## config.mk

```make
export PLATFORM = sky130hd
export DESIGN_NAME = audio_frame_tx
export DESIGN_NICKNAME = d
export VERILOG_FILES = /design/src/rtl/audio_frame_tx.sv
export SDC_FILE = /design/constraint.sdc
export NUM_CORES = 1
export LEC_CHECK = 0
export BUFFER_PORTS_ARGS = -buffer_cell sky130_fd_sc_hd__buf_4
export CAP_MARGIN = 20
export CORE_ASPECT_RATIO = 0.5
export CORE_MARGIN = 4
export CORE_UTILIZATION = 55
export CTS_CLUSTER_SIZE = 25
export DETAILED_ROUTE_END_ITERATION = 8
export PLACE_DENSITY = 0.79
export SYNTH_ARGS = -nofsm -noshare
export SYNTH_HDL_FRONTEND = slang
export SYNTH_SLANG_ARGS = --single-unit
```

## constraint.sdc

```tcl
create_clock -name clk -period 5.85 [get_ports clk]
set_input_delay 1.17 -clock clk [delete_from_list [all_inputs] [get_ports clk]]
set_output_delay 1.17 -clock clk [all_outputs]
set_load 0.02 [all_outputs]
```

## src/rtl/audio_frame_tx.sv

```systemverilog
module audio_frame_tx #(
  parameter int HALF = 2
) (
  input  logic        clk,
  input  logic        rst_n,
  input  logic        en,
  input  logic [1:0]  cfg_style,
  input  logic [1:0]  cfg_width,
  input  logic        cfg_lsb_first,
  input  logic        cfg_two_slots,
  input  logic [1:0]  cfg_slot_mask,
  input  logic        cfg_bclk_inv,
  input  logic        cfg_fs_inv,
  input  logic [31:0] s_data,
  input  logic        s_valid,
  output logic        s_ready,
  output logic        bclk,
  output logic        fsync,
  output logic        sdata,
  output logic        active,
  output logic        underrun
);
  localparam int PER = 2 * HALF;
  localparam int CW  = (PER > 2) ? $clog2(PER) : 1;

  logic [CW-1:0] div_q;
  logic          run_q, lead_q, sd_q, fs_q, urun_q, slot_q;
  logic [4:0]    bit_q;
  logic [31:0]   word_q, word_n;

  function automatic logic fs_at(input logic [1:0] st, input logic [4:0] b,
                                 input logic s, input logic [4:0] lb, input logic ls);
    logic last;
    last = (b == lb) && (s == ls);
    case (st)
      2'd0:    fs_at = last || (!s && b != lb);
      2'd1:    fs_at = !s;
      2'd2:    fs_at = last;
      default: fs_at = !s && b == 5'd0;
    endcase
  endfunction

  logic [4:0] lastb, bit_nx, tgt_bit, idx;
  logic       tick, end_word, end_frame, stop, load, slot_nx, tgt_slot, fs_d, sd_d;

  assign lastb     = {cfg_width, 3'b111};
  assign tick      = run_q && (div_q == CW'(PER - 1));
  assign end_word  = (bit_q == lastb);
  assign end_frame = end_word && (slot_q == cfg_two_slots);
  assign stop      = tick && end_frame && !en;
  assign load      = tick && end_word && !stop;
  assign bit_nx    = end_word ? 5'd0 : bit_q + 5'd1;
  assign slot_nx   = end_word ? !end_frame : slot_q;
  assign s_ready   = load && !cfg_slot_mask[slot_nx];
  assign word_n    = load ? ((s_ready && s_valid) ? s_data : 32'd0) : word_q;
  assign tgt_bit   = run_q ? bit_nx : lastb;
  assign tgt_slot  = run_q ? slot_nx : cfg_two_slots;
  assign idx       = cfg_lsb_first ? tgt_bit : lastb - tgt_bit;
  assign sd_d      = word_n[idx];
  assign fs_d      = fs_at(cfg_style, tgt_bit, tgt_slot, lastb, cfg_two_slots);

  always_ff @(posedge clk or negedge rst_n) begin
    if (!rst_n) begin
      div_q  <= '0;
      run_q  <= 1'b0;
      lead_q <= 1'b0;
      bit_q  <= '0;
      slot_q <= 1'b0;
      word_q <= '0;
      sd_q   <= 1'b0;
      fs_q   <= 1'b0;
      urun_q <= 1'b0;
    end else begin
      if (!run_q) begin
        if (en) begin
          run_q  <= 1'b1;
          lead_q <= 1'b1;
          bit_q  <= lastb;
          slot_q <= cfg_two_slots;
          div_q  <= '0;
          sd_q   <= 1'b0;
          fs_q   <= fs_d;
        end
      end else if (tick) begin
        div_q  <= '0;
        lead_q <= 1'b0;
        if (stop) begin
          run_q <= 1'b0;
          sd_q  <= 1'b0;
          fs_q  <= 1'b0;
        end else begin
          bit_q  <= bit_nx;
          slot_q <= slot_nx;
          word_q <= word_n;
          sd_q   <= sd_d;
          fs_q   <= fs_d;
        end
      end else begin
        div_q <= div_q + CW'(1);
      end
      if (s_ready && !s_valid) urun_q <= 1'b1;
    end
  end

  assign bclk     = (div_q >= CW'(HALF)) ^ cfg_bclk_inv;
  assign fsync    = fs_q ^ (cfg_style == 2'd0) ^ cfg_fs_inv;
  assign sdata    = sd_q;
  assign active   = run_q;
  assign underrun = urun_q;
endmodule

```

==> impl_metrics.json <==
{
  "synth_flop_cell": "dfrtp_1",
  "dp_slack_ns": 1.71,
  "setup_violations": 0,
  "fin_cells": 380,
  "cts_max_level": 2,
  "numPortBuffers": 51,
  "yosysWarnings": 0,
  "fp.coreArea_um2": 4640,
  "post-cts-setup-buffers": 0,
  "period_minus_slack_ns": 4.14,
  "wl_met2_um": 2960,
  "cts_tree": "built",
  "final_nets": 363,
  "ioPinCount": 52,
  "fin_skew_ns": 0.00952,
  "ys_ff_latch": 44,
  "crit_type": "input port to output port",
  "wl_met3_um": 439,
  "synth_top_area_frac": 0.396,
  "cts-resized-gates": 0,
  "synth_nets": 319,
  "status": "completed",
  "finalCritPeriodShare": 0.708,
  "grt_usage": 0.216,
  "grt_pass1_wl_um": 10800,
  "firstDrtPassIters": 5,
  "max-slew-margin-rel": 0.309,
  "synth_edf_count": 0,
  "total_leakage_power_nw": 1.54,
  "vias": 2297,
  "cts-root-buf": "clkbuf_8",
  "fin_hold_ws_ns": 0.465,
  "synth_top_area_cell": "dfrtp_1",
  "yosys-top-cells-count": "dfrtp_1, a22o_1, nand2_1",
  "end_kind": "output port",
  "drive_above_1_share": 0.277,
  "initial_core_util": 0.600,
  "drt_iter0_markers": 169,
  "cp_max_fo": 36,
  "drt-met1-wl_um": 3100,
  "antenna_cells": 0,
  "report.final.slew_viol_count": 0,
  "cts.sinks": 44,
  "ys_seq_area_frac": 0.396,
  "hpwlAfterDp_um": 4780,
  "ant_nets": 0,
  "top_layer": "met4",
  "fin_total_pwr_w": 0.00160,
  "crit_required_ns": 4.68,
  "first_global_vias": 2307,
  "yosysMostFrequentCell": "dfrtp_1",
  "async_flop_share": 1.00,
  "min-delay-path-class": "flop to flop",
  "cts_inserted_buffers": 5,
  "netlist_instances": 269,
  "cts_hold_buf": 0,
  "worst_slack_ns": 1.71,
  "dp_cells": 372,
  "dieHeight_um": 58.3,
  "drcViolationCount": 0,
  "crit_path_start_kind": "input port",
  "clockBufferDepth": 2,
  "grt_max_degree": 45,
  "cp.arrival_ns": 2.97,
  "clkLatencyLatePin_ns": 0.30,
  "synth_area_leaders": "dfrtp_1, a22o_1, mux2_2",
  "fmax_mhz": 242,
  "ys_types": 55,
  "netlist_area_um2": 2780,
  "irDropWorstVdd_v": 0.000228,
  "drt_wl_total_um": 6540,
  "hold_viol_final": 0,
  "maxCapViolations": 0,
  "setup_tns_ns": 0,
  "num_rows": 17,
  "die_area_um2": 6330,
  "worstMarginPinSlew_ns": 1.03,
  "wl_per_cell_um": 17.2,
  "vias_per_cell": 6.04,
  "rsz0062_at_grt": "false",
  "die_x_um": 109,
  "antenna_found_initial": 0,
  "gp_congestion": 0.819,
  "area_growth_pct": 19.2,
  "path_clk_slew_ns": 0.08,
  "syn_avg_cell_area_um2": 10.3,
  "powerDensity_nw_per_um2": 482,
  "grt_overflow": 0
}
==> cells in the final DEF (no fill, tap or decap), types with 4 or more instances in the layout <==
master	n
nand2b_1	6
mux4_2	4
ha_1	4
nand3_1	5
dfrtp_1	44
mux2i_1	13
mux2_2	12
a22o_1	29
nor2_1	14
o21ai_0	13
nand2_1	16
a21oi_1	12
buf_4	54
clkbuf_8	5
xor2_1	4
xnor2_1	9
inv_1	9
nor3_1	5
o31ai_1	6
and3_1	5
==> report_power, final <==
part,internal [W],leakage (nW),switching [W]
Clock,0.000129,0.0548,0.000117
Combinational,0.000424,0.900,0.000463
Sequential,0.000394,0.585,0.0000719
==> layout make-up <==
| cell class | count | area [µm²] |
|---|---|---|
| multi-input combinational | 199 | 1580 |
| fill | 373 | 1320 |
| sequential | 44 | 1100 |
| timing repair buffer | 54 | 405 |
| tap | 66 | 82.6 |
| clock buffer | 5 | 68.8 |
| clock inverter | 3 | 46.3 |
| inverter | 9 | 33.8 |
==> worst max-delay path, cell delays in order <==
cell and delay (ns):
buf_4 0.13, xor2_1 0.18, or3_1 0.59, or2_1 0.31
buf_4 0.25, nor2_1 0.16, buf_4 0.16
==> logic make-up after synthesis <==
| logic type | count (synthesis) | share of synthesized area |
|---|---|---|
| AOI/OAI and AO/OA | 84 | 0.227 |
| xor gates and xnor gates | 15 | 0.0499 |
| adders and majority gates | 4 | 0.0180 |
| buffers and inverters | 26 | 0.0423 |
| DFF | 44 | 0.396 |
| muxes | 31 | 0.145 |
| and+or+nand+nor | 65 | 0.122 |
==> stage by stage <==
| stage | utilization | area [µm²] |
|---|---|---|
| 6_report | 0.716 | 3320 |
| 5_1_grt | 0.716 | 3320 |
| 3_3_place_gp | 0.691 | 3200 |
| 3_5_place_dp | 0.691 | 3200 |
| 2_1_floorplan | - | 2780 |
| 4_1_cts | 0.716 | 3320 |
==> flip-flops by register name, summed over array words and instances (netlist names) <==
name	cells
underrun	1
fs_q	1
active	1
bit_q	5
word_q	32
sdata	1
div_q	2
slot_q	1
==> per-layer routing <==
metal | vias up | global-route usage
li1 | 1095 | -
met4 | 0 | 0.0450
met3 | 6 | 0.0416
met5 | - | 0
met2 | 78 | 0.346
met1 | 1118 | 0.310
==> path summary, 6_finish.rpt <==
kind / endpoint / from / depth (start not counted) / slack, ns
hold reg to reg: underrun$_DFFE_PN0P_ / underrun$_DFFE_PN0P_ / 1 / 0.47
min in group asynchronous: slot_q$_DFFE_PN0P_ / rst_n / 1 / 0.85
setup / recovery: s_ready / cfg_width[1] / 7 / 1.71
max in group asynchronous: word_q[29]$_DFFE_PN0P_ / rst_n / 1 / 4.60
hold / removal: underrun$_DFFE_PN0P_ / underrun$_DFFE_PN0P_ / 1 / 0.47
setup reg to reg: sdata$_DFFE_PN0P_ / active$_DFF_PN0_ / 8 / 2.30
Note: power is estimated with default switching activity, not from simulation.
